`src/rtl/mcu_pkg.sv`:
```
package mcu_pkg;

  localparam int DW  = 8;   // data width
  localparam int IW  = 12;  // instruction width
  localparam int PCW = 8;   // program counter width
  localparam int FAW = 5;   // file address width

  typedef enum logic [3:0] {
    OP_NOP, OP_MOVWF, OP_CLRW, OP_CLRF, OP_AND, OP_ADD, OP_MOVF, OP_INC,
    OP_SWAP, OP_BCLR, OP_BSET, OP_RET, OP_CALL, OP_JMP, OP_LIT, OP_DIR
  } op_e;

  typedef struct packed {
    op_e            op;
    logic           to_file;
    logic [FAW-1:0] fsel;
    logic [2:0]     bsel;
    logic [DW-1:0]  lit;
  } dec_t;

endpackage

```
`src/rtl/mcu_decode.sv`:
```
module mcu_decode
  import mcu_pkg::*;
(
  input  logic [IW-1:0] instr,
  output dec_t          dec
);

  always_comb begin
    dec.to_file = instr[5];
    dec.fsel    = instr[FAW-1:0];
    dec.bsel    = instr[7:5];
    dec.lit     = instr[DW-1:0];
    casez (instr)
      12'b0000_0000_0101,
      12'b0000_0000_0110,
      12'b0000_0000_0111: dec.op = OP_DIR;
      12'b0000_001?_????: dec.op = OP_MOVWF;
      12'b0000_0100_0000: dec.op = OP_CLRW;
      12'b0000_011?_????: dec.op = OP_CLRF;
      12'b0001_01??_????: dec.op = OP_AND;
      12'b0001_11??_????: dec.op = OP_ADD;
      12'b0010_00??_????: dec.op = OP_MOVF;
      12'b0010_10??_????: dec.op = OP_INC;
      12'b0011_10??_????: dec.op = OP_SWAP;
      12'b0110_????_????: dec.op = OP_BCLR;
      12'b0111_????_????: dec.op = OP_BSET;
      12'b1000_????_????: dec.op = OP_RET;
      12'b1001_????_????: dec.op = OP_CALL;
      12'b101?_????_????: dec.op = OP_JMP;
      12'b1100_????_????: dec.op = OP_LIT;
      default:            dec.op = OP_NOP;
    endcase
  end

endmodule

```
`src/rtl/mcu_alu.sv`:
```
module mcu_alu
  import mcu_pkg::*;
(
  input  op_e           op,
  input  logic [DW-1:0] w_val,
  input  logic [DW-1:0] f_val,
  input  logic [2:0]    bsel,
  output logic [DW-1:0] result,
  output logic          bit_val
);

  localparam int HALF = DW / 2;

  always_comb begin
    unique case (op)
      OP_AND:   result = w_val & f_val;
      OP_ADD:   result = w_val + f_val;
      OP_INC:   result = f_val + DW'(1);
      OP_SWAP:  result = {f_val[HALF-1:0], f_val[DW-1:HALF]};
      OP_MOVWF: result = w_val;
      OP_MOVF:  result = f_val;
      default:  result = '0;
    endcase
    bit_val = f_val[bsel];
  end

endmodule

```
`src/rtl/mcu_filemap.sv`:
```
module mcu_filemap
  import mcu_pkg::*;
#(
  parameter int NPORT     = 3,
  parameter int PORT_BASE = 5,
  parameter int GPR_BASE  = 8
) (
  input  logic                       clk,
  input  logic                       rst_n,
  input  logic                       wr_en,
  input  logic [FAW-1:0]             wr_addr,
  input  logic [DW-1:0]              wr_data,
  input  logic [FAW-1:0]             rd_addr,
  output logic [DW-1:0]              rd_data,
  input  logic                       dir_en,
  input  logic [FAW-1:0]             dir_sel,
  input  logic [DW-1:0]              dir_data,
  input  logic [NPORT-1:0][DW-1:0]   pin_in,
  output logic [NPORT-1:0][DW-1:0]   pin_out,
  output logic [NPORT-1:0][DW-1:0]   pin_oe
);

  localparam int NGPR = (1 << FAW) - GPR_BASE;
  localparam logic [FAW-1:0] GPR_LO = FAW'(GPR_BASE);

  logic [DW-1:0] gpr_q [NGPR];
  logic [NPORT-1:0][DW-1:0] dir_q;
  logic [NPORT-1:0][DW-1:0] port_rd;

  // general-purpose storage: no reset, software initialises it
  always_ff @(posedge clk) begin
    if (wr_en && wr_addr >= GPR_LO)
      gpr_q[wr_addr - GPR_LO] <= wr_data;
  end

  for (genvar gi = 0; gi < NPORT; gi++) begin : g_port
    localparam logic [FAW-1:0] ADDR = FAW'(PORT_BASE + gi);
    logic lat_we, dir_we;
    assign lat_we = wr_en && (wr_addr == ADDR);
    assign dir_we = dir_en && (dir_sel == ADDR);

    always_ff @(posedge clk or negedge rst_n) begin
      if (!rst_n) begin
        pin_out[gi] <= '0;
        dir_q[gi]   <= '1;
      end else begin
        if (lat_we) pin_out[gi] <= wr_data;
        if (dir_we) dir_q[gi]   <= dir_data;
      end
    end

    assign pin_oe[gi]  = ~dir_q[gi];
    assign port_rd[gi] = (pin_in[gi] & dir_q[gi]) | (pin_out[gi] & ~dir_q[gi]);
  end

  always_comb begin
    rd_data = '0;
    if (rd_addr >= GPR_LO) rd_data = gpr_q[rd_addr - GPR_LO];
    for (int i = 0; i < NPORT; i++)
      if (rd_addr == FAW'(PORT_BASE + i)) rd_data = port_rd[i];
  end

endmodule

```
`src/rtl/mcu_core.sv`:
```
module mcu_core
  import mcu_pkg::*;
(
  input  logic           clk,
  input  logic           rst_n,
  output logic [PCW-1:0] imem_addr,
  input  logic [IW-1:0]  imem_data,
  input  logic [DW-1:0]  pa_in,
  output logic [DW-1:0]  pa_out,
  output logic [DW-1:0]  pa_oe,
  input  logic [DW-1:0]  pb_in,
  output logic [DW-1:0]  pb_out,
  output logic [DW-1:0]  pb_oe,
  input  logic [DW-1:0]  pc_in,
  output logic [DW-1:0]  pc_out,
  output logic [DW-1:0]  pc_oe
);

  localparam int NPORT = 3;

  // reset release synchroniser
  logic [1:0] rst_sync_q;
  logic       rst_int_n;
  always_ff @(posedge clk or negedge rst_n) begin
    if (!rst_n) rst_sync_q <= '0;
    else        rst_sync_q <= {rst_sync_q[0], 1'b1};
  end
  assign rst_int_n = rst_sync_q[1];

  dec_t dec;
  op_e  dec_op;
  logic [DW-1:0] dec_lit;
  logic [DW-1:0] f_rd, alu_res;
  logic          bit_val;

  logic [PCW-1:0] pc_q, pc_d;
  logic           dead_q, dead_d;
  logic [DW-1:0]  w_q, w_d;
  logic           w_we;
  logic [PCW-1:0] stk0_q, stk1_q;
  logic           push, pop;
  logic           f_we, dir_we;

  logic [NPORT-1:0][DW-1:0] port_in_v, port_out_v, port_oe_v;

  mcu_decode u_dec (.instr(imem_data), .dec(dec));
  assign dec_op  = dec.op;
  assign dec_lit = dec.lit;

  mcu_alu u_alu (
    .op(dec.op), .w_val(w_q), .f_val(f_rd), .bsel(dec.bsel),
    .result(alu_res), .bit_val(bit_val)
  );

  assign port_in_v = {pc_in, pb_in, pa_in};

  mcu_filemap #(.NPORT(NPORT), .PORT_BASE(5), .GPR_BASE(8)) u_fm (
    .clk(clk), .rst_n(rst_int_n),
    .wr_en(f_we), .wr_addr(dec.fsel), .wr_data(alu_res),
    .rd_addr(dec.fsel), .rd_data(f_rd),
    .dir_en(dir_we), .dir_sel(dec.fsel), .dir_data(w_q),
    .pin_in(port_in_v), .pin_out(port_out_v), .pin_oe(port_oe_v)
  );

  assign {pc_out, pb_out, pa_out} = port_out_v;
  assign {pc_oe,  pb_oe,  pa_oe}  = port_oe_v;
  assign imem_addr = pc_q;

  // next-state logic
  always_comb begin
    pc_d   = pc_q + PCW'(1);
    dead_d = 1'b0;
    w_d    = alu_res;
    w_we   = 1'b0;
    f_we   = 1'b0;
    dir_we = 1'b0;
    push   = 1'b0;
    pop    = 1'b0;
    if (dead_q) begin
      pc_d = pc_q;
    end else begin
      unique case (dec.op)
        OP_MOVWF, OP_CLRF: f_we = 1'b1;
        OP_CLRW:           w_we = 1'b1;
        OP_AND, OP_ADD, OP_MOVF, OP_INC, OP_SWAP: begin
          f_we = dec.to_file;
          w_we = !dec.to_file;
        end
        OP_BCLR, OP_BSET: begin
          if (bit_val == (dec.op == OP_BSET)) begin
            pc_d   = pc_q + PCW'(2);
            dead_d = 1'b1;
          end
        end
        OP_RET: begin
          w_d = dec.lit; w_we = 1'b1;
          pc_d = stk0_q; pop = 1'b1; dead_d = 1'b1;
        end
        OP_CALL: begin
          push = 1'b1; pc_d = dec.lit; dead_d = 1'b1;
        end
        OP_JMP: begin
          pc_d = dec.lit; dead_d = 1'b1;
        end
        OP_LIT: begin
          w_d = dec.lit; w_we = 1'b1;
        end
        OP_DIR:  dir_we = 1'b1;
        default: ;
      endcase
    end
  end

  // state registers
  always_ff @(posedge clk or negedge rst_int_n) begin
    if (!rst_int_n) begin
      pc_q   <= '0;
      dead_q <= 1'b0;
      w_q    <= '0;
      stk0_q <= '0;
      stk1_q <= '0;
    end else begin
      pc_q   <= pc_d;
      dead_q <= dead_d;
      if (w_we) w_q <= w_d;
      if (push) begin
        stk0_q <= pc_q + PCW'(1);
        stk1_q <= stk0_q;
      end else if (pop) begin
        stk0_q <= stk1_q;
      end
    end
  end

endmodule

```
`config.mk`:
```
export PLATFORM = sky130hd
export DESIGN_NAME = mcu_core
export DESIGN_NICKNAME = d
export VERILOG_FILES = /design/src/rtl/mcu_pkg.sv /design/src/rtl/mcu_decode.sv /design/src/rtl/mcu_alu.sv /design/src/rtl/mcu_filemap.sv /design/src/rtl/mcu_core.sv
export SDC_FILE = /design/constraint.sdc
export NUM_CORES = 1
export LEC_CHECK = 0
export BUFFER_PORTS_ARGS = -buffer_cell sky130_fd_sc_hd__buf_2
export CAP_MARGIN = 20
export CORE_MARGIN = 10
export CORE_UTILIZATION = 50
export CTS_BUF_LIST = sky130_fd_sc_hd__clkbuf_4 sky130_fd_sc_hd__clkbuf_8
export CTS_CLUSTER_DIAMETER = 50
export DETAILED_ROUTE_END_ITERATION = 12
export PLACE_DENSITY = 0.71
export RECOVER_POWER = 50
export SLEW_MARGIN = 20
export SYNTH_ARGS = -nofsm -noshare
export SYNTH_HDL_FRONTEND = slang
export SYNTH_SLANG_ARGS = --single-unit
```
`constraint.sdc`:
```
create_clock -name clk -period 2.4 [get_ports clk]
set_clock_uncertainty 0.15 [all_clocks]
set_input_delay 0.24 -clock clk [delete_from_list [all_inputs] [get_ports clk]]
set_output_delay 0.24 -clock clk [all_outputs]
set_load 0.005 [all_outputs]
```
[After elaboration in Yosys (flattened, before gate mapping)]
Memories as Yosys holds them, arrays and structs flattened.
Cells that the tools add are included.
Storage, ports and cells
  bits of input ports: 38
  output and inout bits: 56
  RAM bits: 192
  register bits after elaboration: 83
  memories: 1
Operators by class
  equality and inequality tests: 36
  $add $sub $neg: 5
  order comparisons: 2
  bitwise gates (word level): 13
  muxes and demuxes: 29
  reduce and logical (&&, ||, !) cells: 17
Memories
  u_fm.gpr_q: depth 24, width 8, read ports 1, clocked after Yosys merged registers in 0, wr ports 1, RTL line mcu_filemap.sv:26  | logic [DW-1:0] gpr_q [NGPR];
Operators by type and width (number)
  two-way mux 8 bit: 9
  one-hot mux 4 bit (15 select lines): 1
  AND 8 bit: 7
  one-hot mux 8 bit (6 select lines): 1
  equality test 4 bit, second input constant: 11
  equality test 12 x 3 -> 1 bit, second input constant: 3
  equality test 4 x 3 -> 1 bit, second input constant: 6
  NOT 8 bit: 3
  OR 8 bit: 3
  one-hot mux 8 bit (3 select lines): 1
  equality test 6 x 4 -> 1 bit, second input constant: 3
  adder 8 x 1 -> 8 bit, second input constant: 2
  equality test 5 x 3 -> 1 bit, second input constant: 3
  two-way mux 1 bit: 13
  equality test 12 x 7 -> 1 bit, second input constant: 1
  equality test 6 x 3 -> 1 bit, second input constant: 2
  OR reduction 3 bit: 3
  adder 8 x 2 -> 8 bit, second input constant: 1
  adder 8 bit: 1
  equality test 4 x 2 -> 1 bit, second input constant: 2
  OR reduction 2 bit: 4
  equality test 7 x 1 -> 1 bit, second input constant: 1
  equality test 7 x 2 -> 1 bit, second input constant: 1
  logical AND 1 bit: 7
  other kinds (11): 13

[Depth between registers and ports, before layout]
Gate-level depths: netlist (run 1).
  depth in word-level cells: 12
  depth in mapped cells: 21

[Hierarchy]
From an unflattened synthesis (run 1), not the netlist that was laid out.
Second synthesis, totals
  cells, all modules: 961
  area total of the unflattened synthesis: 13163.9 um^2
Modules (own cells, without submodules)
  mcu_filemap: seq. area each 6996.7 um^2, cells an instance 610, instances 1, area an instance 10032.1 um^2
  mcu_core: seq. area each 875.8 um^2, cells an instance 199, instances 1, area an instance 2008.2 um^2
  mcu_alu: seq. area each 0.0 um^2, cells an instance 95, instances 1, area an instance 729.4 um^2
  mcu_decode: seq. area each 0.0 um^2, cells an instance 57, instances 1, area an instance 394.1 um^2

[Worst setup path after synthesis (run 1)]
OpenSTA, ideal clock, no wires.
  kind: input-to-reg
  from: input imem_data[3]
  to: register u_fm.pin_out[15] in the netlist's numbering
  buffers on the path: 2
  stages on the path: 19
  slack: -1.930 ns
  setup time: 0.125 ns
  arrival time: 4.055 ns
  cell sequence: clkbuf_1 -> inv_1 -> ha_1 -> buf_2 -> nand2_1 -> a211oi_2 -> o32ai_1 -> nand2_1 -> inv_1 -> ha_1 -> a21o_1 -> a21oi_1 -> o21bai_1 -> a21oi_1 -> o21bai_1 -> a21oi_1 -> xnor2_1 -> a221o_1 -> mux2_2
On the way
  longest elaborated chain between the ends: 8
  elaborated cells on any way between the ends: 32
  classes of those cells: add/sub (3); order compare (1); eq/ne (14); mux (8); bitwise (1); reduce/logical (4); memory (1)
Ends and longest elaborated chain
  from (decl): RTL line mcu_core.sv:7  | input logic [IW-1:0] imem_data,
  subtractor 5 x 4 -> 5 bit: RTL line mcu_filemap.sv:58  | if (rd_addr >= GPR_LO) rd_data = gpr_q[rd_addr - GPR_LO];
  memory (24 x 8 bit)
  two-way mux 8 bit: RTL line mcu_filemap.sv:58
  two-way mux 8 bit (3 in a row): RTL line mcu_filemap.sv:60  | if (rd_addr == FAW'(PORT_BASE + i)) rd_data = port_rd[i];
  adder 8 x 1 -> 8 bit (tied with other cells): RTL line mcu_alu.sv:18  | OP_INC: result = f_val + DW'(1);
  one-hot mux 8 bit (6 select lines) *: RTL line mcu_alu.sv:15  | unique case (op)
  via alu_res[7]: RTL line mcu_core.sv:33  | logic [DW-1:0] f_rd, alu_res;
  to (signal, indexed assignment): RTL line mcu_filemap.sv:47  | if (lat_we) pin_out[gi] <= wr_data;
  to (decl): RTL line mcu_filemap.sv:19  | output logic [NPORT-1:0][DW-1:0] pin_out,
The timed path passes the listed nets; every way through them passes the cells marked *.
A chain may end at the register's enable or synchronous reset.

[Final worst setup path (run 1)]
  from: memory u_fm.gpr_q[2][0]
  to: memory u_fm.gpr_q[12][6] (data pin)
On the way
  longest elaborated chain between the ends: 7
  elaborated cells on any way between the ends: 8
  classes of those cells: add/sub (2); mux (5); memory (1)
Ends and longest elaborated chain (RTL line)
  from (decl): mcu_filemap.sv:26
  memory (24 x 8 bit) *
  two-way mux 8 bit *: mcu_filemap.sv:58
  two-way mux 8 bit * (3 in a row): mcu_filemap.sv:60
  adder 8 x 1 -> 8 bit or adder 8 bit (tied branches): mcu_alu.sv:18, mcu_alu.sv:17
  one-hot mux 8 bit (6 select lines) *: mcu_alu.sv:15
  via alu_res[6]: mcu_core.sv:33
Marks and branches as above.

==> results of run 1 <==
-- metal layers --
| layer | track usage (%) | routed length (um) | part of all wire, % | vias to the layer above |
|---|---|---|---|---|
| li1 | - | - | - | 4524 |
| met1 | 31.57 | 16840 | 40 | 5133 |
| met2 | 39.39 | 19730 | 47 | 576 |
| met3 | 4.665 | 3672 | 8.7 | 130 |
| met4 | 9.274 | 1808 | 4.3 | 0 |
| met5 | 0 | 0 | 0 | - |
-- sequential cells by signal, summed over array words and instances (netlist names) --
name and flops:
u_fm.pin_out 24, rst_sync_q 2, stk1_q 8, u_fm.dir_q 24, imem_addr 8, dead_q 1
stk0_q 8, u_fm.gpr_q 192, w_q 8
-- logic make-up (layout without fill, tap and decap cells) --
logic type / after synthesis / count (layout) / share of synthesized area, %
fa+ha+maj: 14 / 14 / 1.379
compound gates: 190 / 190 / 10.61
simple gates: 274 / 274 / 9.786
flops: 275 / 275 / 59.43
xor+xnor: 15 / 15 / 1.133
other cells: 1 / 1 / 0.02831
mux: 129 / 129 / 14.02
buf+inv: 94 / 506 / 3.618
-- metrics by stage --
stage / util, % / hold slack [ns] / worst slack (ns) / instances / power, W
4_1_cts: 69.86 / 0.00005335 / -1.280 / 1727 / 0.01257
6_report: 71.17 / 0.006640 / -1.358 / 1739 / 0.01272
5_1_grt: 71.17 / 0.01626 / -1.426 / 1739 / 0.01319
3_3_place_gp: 62.17 / -0.1247 / -1.552 / 1584 / 0.008033
3_5_place_dp: 62.17 / -0.1217 / -1.566 / 1584 / 0.008076
2_1_floorplan: - / -0.2056 / -1.319 / 992 / 0.007067
-- cells in the mapped netlist (all sizes together) (18+ instances only) --
master / instances / area share, %
nand2: 121 / 3.4
dfrtp: 59 / 11
buf: 27 / 1.7
o22ai: 18 / 0.94
edfxtp: 192 / 44
clkbuf: 23 / 0.65
nor2: 63 / 1.9
inv: 43 / 1.2
mux2i: 40 / 3.1
a21oi: 26 / 1.2
mux4: 39 / 6.7
dfstp: 24 / 4.8
mux2: 50 / 4.3
o21ai: 59 / 2.2
-- worst paths after layout --
path | from | endpoint
worst max-delay path | u_fm.gpr_q[2][0] | u_fm.gpr_q[12][6]
worst min-delay path | imem_data[2] | w_q[2]
worst max register to register | u_fm.gpr_q[2][0] | u_fm.gpr_q[12][6]
worst min register to register | rst_sync_q[0] | rst_sync_q[1]
max in group asynchronous | rst_sync_q[1] | w_q[3]
min in group asynchronous | rst_n | rst_sync_q[1]
-- critical path: stages, from the launching register on --
cell,delay (ns)
edfxtp_1,0.39
mux4_2,0.48
o22ai_2,0.19
a22o_1,0.23
o22ai_2,0.12
ha_4,0.18
fa_2,0.41
a21oi_2,0.17
nor2_2,0.06
nor2_2,0.13
o21bai_1,0.09
a21oi_2,0.14
xnor2_1,0.08
a221o_2,0.45
buf_12,0.19
-- where the power goes --
group | internal, W | total [W] | switching [W] | leakage (nW)
clock network | 0.00226 | 0.00418 | 0.00193 | 0.492
registers | 0.00537 | 0.00561 | 0.000236 | 2.79
logic | 0.00144 | 0.00293 | 0.00149 | 4.31
total | 0.00907 | 0.0127 | 0.00365 | 7.60
-- layout make-up --
cell class	count	area, sq um	share of cell area (%)
sequential	275	7876	42.47
multi-input combinational	623	5697	30.72
clock inverter	16	128.9	0.6949
tap	335	419.2	2.260
timing repair buffer	381	3463	18.67
clock buffer	65	788.3	4.250
inverter	44	172.7	0.9310
-- timing repair --
action                                  in CTS  in global routing
setup buffers                               57                 13
endpoints found under the setup margin     465                465
hold endpoints to repair                     2                  0
gates resized for setup                     91                 44
pin swaps                                   37                 34
cloned                                       8                  4
hold buffers                                 2                  0
==> out/results.ini, run 1 <==
[run_status]
outcome=complete, but fails checks
violations=max-capacitance violations, max-slew violations, negative setup slack

[setup_path]
start_kind=register
cp-end-kind=register
reg2reg_depth=14
crit_arrival_ns=3.94
critPathRequiredTime_ns=2.58
crit_type=reg -> reg
crit_fanout=24
r2r_slack_ns=-1.36

[timing]
grt_setup_unrepaired=yes
fin_ws_ns=-1.358
setup_viol=457
fin_tns_setup_ns=-345.38
finalMaxSlewViolations=82
fin_crit_sh_pct=156.6
relSlewSlack_pct=-38.54
tightest_slew_ns=2.078
max_freq_ghz=0.2661
finalHoldViolCount=0
finalCriticalPeriod_ns=3.758

[floorplan]
num_rows=59
initial_core_util_pct=50.83
ios=94
die_w_um=182.8
fp.dieArea_sq_um=33400
die_y_um=182.8
core_sq_um=26060

[route]
ant_nets=0
detail_route.wl_per_cell_um=24.18
viasPerCell=5.959
vias=10360
routed_wl_mm=42.05
drt-pass1-iter-count=6
drt_iter0_drc=1002
drc=0

[synthesis]
syn_inst=992
syn_nets=1044
async_flop_share_pct=30.18
ys_ff_latch=275
seq_area_frac_synth_pct=59.43
ys.flop_type=edfxtp_1
synth_cell_types=95
yosys_warnings=0
synth_area_per_cell_sq_um=13.35
synth_edf_count=192
synth_area_sq_um=13250

[final_layout]
nFillCells=1703
final_area_sq_um=18550
final_common_cell=buf_4
layout_common_cells=buf_4, edfxtp_1, nand2_1, buf_2, dfrtp_1
n_antenna_cell=0
drive_above_1_share_pct=49.79
synthToLayoutAreaGrowth_pct=40.00
fin_nets=1423

[placement]
dp_hpwl_mm=27.90
gp_congestion=0.9776
placed_area_sq_um=16200
port_buffers=93

[min_path]
min_path_type=in -> reg
hold_depth=4

[grt]
grt_first_pass_wirelength_mm=62.65
track_usage_pct=24.20
overflow=0
grt_pass1_vias=10480
antenna_found_initial=1
grt_max_degree=82

[run]
drv_cap=1

[clock_tree]
h-tree-depth=2
cts_tree=done
clk_path_buf_depth=3
cts.sinks=275
numCtsBuffers=46
path_clk_slew_ns=0.06
clock-root-buffer=clkbuf_8
insertion_delay_ns=0.60

[pwr]
vdd_ir_drop_max_v=0.0006431
p_leak_nw=7.597
power_density_nw_per_um2=686.0

No activity file was read; power rests on OpenSTA's default activity.
==> run 2: changes to the inputs <==
--- a/config.mk
+++ b/config.mk
@@ -14,6 +14,7 @@
 export DETAILED_ROUTE_END_ITERATION = 12
 export PLACE_DENSITY = 0.71
 export RECOVER_POWER = 50
+export SKIP_CTS_REPAIR_TIMING = 1
 export SLEW_MARGIN = 20
 export SYNTH_ARGS = -nofsm -noshare
 export SYNTH_HDL_FRONTEND = slang
==> out/results.ini, run 2 (same netlist as run 1, synthesis figures left out) <==
[route]
wl_met1_mm=15.99  ; -5.0%
drc=0  ; unchanged
top_layer=met4
wl_met2_mm=18.39  ; -6.8%
routed_wl_mm=38.96  ; -7.4%
wl_met3_mm=3.153  ; -14%
detail_route.wl_per_cell_um=23.05  ; -4.7%
vias=9876  ; -4.7%
drt-pass1-iter-count=5  ; -1
viasPerCell=5.844  ; -1.9%
drt_iter0_drc=877  ; -12%
ant_nets=0  ; unchanged

[pwr]
p_leak_nw=7.233  ; -4.8%
power_density_nw_per_um2=698.3  ; +1.8%
clock_power_share_pct=33.7  ; +0.8 points
p_int_w=0.008866  ; -2.2%
p_comb_share_pct=20.9  ; -2.1 points
p_sw_share_pct=28.21  ; -0.51 points
p_seq_share_pct=45.4  ; +1.3 points
vdd_ir_drop_max_v=0.0005417  ; -16%
p_switching_w=0.003483  ; -4.7%

[grt]
track_usage_pct=22.52  ; -1.7 points
grt_max_degree=82  ; unchanged
grt_pass1_vias=9931  ; -5.3%
grt_first_pass_wirelength_mm=58.19  ; -7.1%
overflow=0  ; unchanged
antenna_found_initial=0  ; -1

[timing]
fin_tns_setup_ns=-331.09  ; +14.30 ns
finalCriticalPeriod_ns=3.753  ; -0.004180 ns
grt_setup_unrepaired=yes
max_freq_ghz=0.2664  ; +0.11%
fin_crit_sh_pct=156.4  ; -0.17 points
relSlewSlack_pct=-37.24  ; +1.3 points
tightest_slew_ns=2.059  ; -0.01946 ns
setup_viol=457  ; unchanged
fin_ws_ns=-1.353  ; +0.004180 ns
finalHoldViolCount=0  ; unchanged
whs_ns=0.07571  ; +0.06907 ns
finalMaxSlewViolations=82  ; unchanged

[clock_tree]
cts_tree=done
clock-root-buffer=clkbuf_8
insertion_delay_ns=0.58  ; -0.02 ns
h-tree-depth=2  ; unchanged
cts.sinks=275  ; unchanged
path_clk_slew_ns=0.06  ; about the same
numCtsBuffers=46  ; unchanged
clk_path_buf_depth=3  ; unchanged

[floorplan]
num_rows=59  ; unchanged
die_y_um=182.8  ; unchanged
ios=94  ; unchanged
core_sq_um=26060  ; unchanged
die_w_um=182.8  ; unchanged
fp.dieArea_sq_um=33400  ; unchanged
initial_core_util_pct=50.83  ; unchanged

[final_layout]
n_antenna_cell=0  ; unchanged
fin_nets=1374  ; -3.4%
final_common_cell=buf_4
layout_common_cells=buf_4, edfxtp_1, nand2_1, buf_2, dfrtp_1
top_regs=u_fm.gpr_q: 192 flops, u_fm.dir_q: 24 flops, u_fm.pin_out: 24 flops
largest_register_ff_count=192  ; unchanged
synthToLayoutAreaGrowth_pct=33.51
top_register=u_fm.gpr_q
drive_above_1_share_pct=46.57  ; -3.2 points
final_area_sq_um=17690  ; -4.6%

[setup_path]
cp-end-kind=register
start_kind=register
crit_start=u_fm.gpr_q[2][0]
crit_arrival_ns=3.91  ; -0.03 ns
crit_slowest_cell=mux4_2
critPathRequiredTime_ns=2.56  ; -0.02 ns
max_stage_delay_ns=0.49  ; about the same
reg2reg_depth=14  ; unchanged
crit_type=reg -> reg
crit_fanout=24  ; unchanged
regToRegStartpoint=u_fm.gpr_q[2][0]
path_cells=mux4_2, o22ai_2, a22o_1, o22ai_2, ha_4, fa_2, a21oi_2, nor2_1, nor2_1, o21bai_1, a21oi_1, xnor2_1, a221o_2, buf_12
cp.depth=14  ; unchanged
cp_top_family=compound AO/OA/AOI/OAI gates
critPathBufInv=1  ; unchanged

[run_status]
outcome=complete, but fails checks
violations=max-capacitance violations, max-slew violations, negative setup slack

[min_path]
hp-start=imem_data[2]
min_path_type=in -> reg
hold_depth=4  ; unchanged

[placement]
placed_area_sq_um=16200  ; unchanged
port_buffers=93  ; unchanged
gp_congestion=0.9776  ; unchanged
dp_hpwl_mm=27.90  ; unchanged

[run]
drv_cap=1  ; unchanged

-- run 2: layout make-up --
type / count / area [sq um]
Clock inverter: 16 / 128.9
Clock buffer: 65 / 788.3
Multi-Input combinational cell: 624 / 5542
Tap cell: 335 / 419.2
Fill cell: 1849 / 8373
Timing Repair Buffer: 331 / 2759
Inverter: 44 / 172.7
Sequential cell: 275 / 7876
-- run 2: worst paths after layout --
check                                   end  slack, ns
min reg2reg                   rst_sync_q[1]       0.20
min in group asynchronous     rst_sync_q[1]       0.36
max in group asynchronous  u_fm.pin_out[22]       0.04
min                                  w_q[2]       0.08
max                        u_fm.gpr_q[3][6]      -1.35
max reg2reg                u_fm.gpr_q[3][6]      -1.35
-- run 2: tightest hold or removal path: cells and delay by family --
family                 cells  cell delay (ns)
buffers and inverters      2             0.32
AO/OA/AOI/OAI              2             0.19
-- run 2: stage by stage --
step | util, % | worst slack (ns) | power [W] | std cells
6_report | 67.87 | -1.353 | 0.01235 | 1690
5_1_grt | 67.87 | -1.540 | 0.01285 | 1690
4_1_cts | 65.69 | -1.345 | 0.01223 | 1665
3_5_place_dp | 62.17 | -1.566 | 0.008076 | 1584
3_3_place_gp | 62.17 | -1.552 | 0.008033 | 1584
2_1_floorplan | - | -1.319 | 0.007067 | 992
-- run 2: per-layer routing --
metal  GRT usage [%]  vias to the layer above
met5               0                        -
met2           35.89                      456
met4           9.242                        0
met3           4.547                      102
met1           29.65                     4889
li1                -                     4429
-- run 2: power groups by stage --
| stage | clock network, W | registers (W) | logic [W] |
|---|---|---|---|
| global route | 0.00444 | 0.00563 | 0.00278 |
| floorplan | 0 | 0.00567 | 0.00140 |
| finish | 0.00416 | 0.00561 | 0.00259 |
| global placement | 0 | 0.00567 | 0.00236 |
| CTS | 0.00423 | 0.00560 | 0.00240 |
| detailed placement | 0 | 0.00569 | 0.00239 |
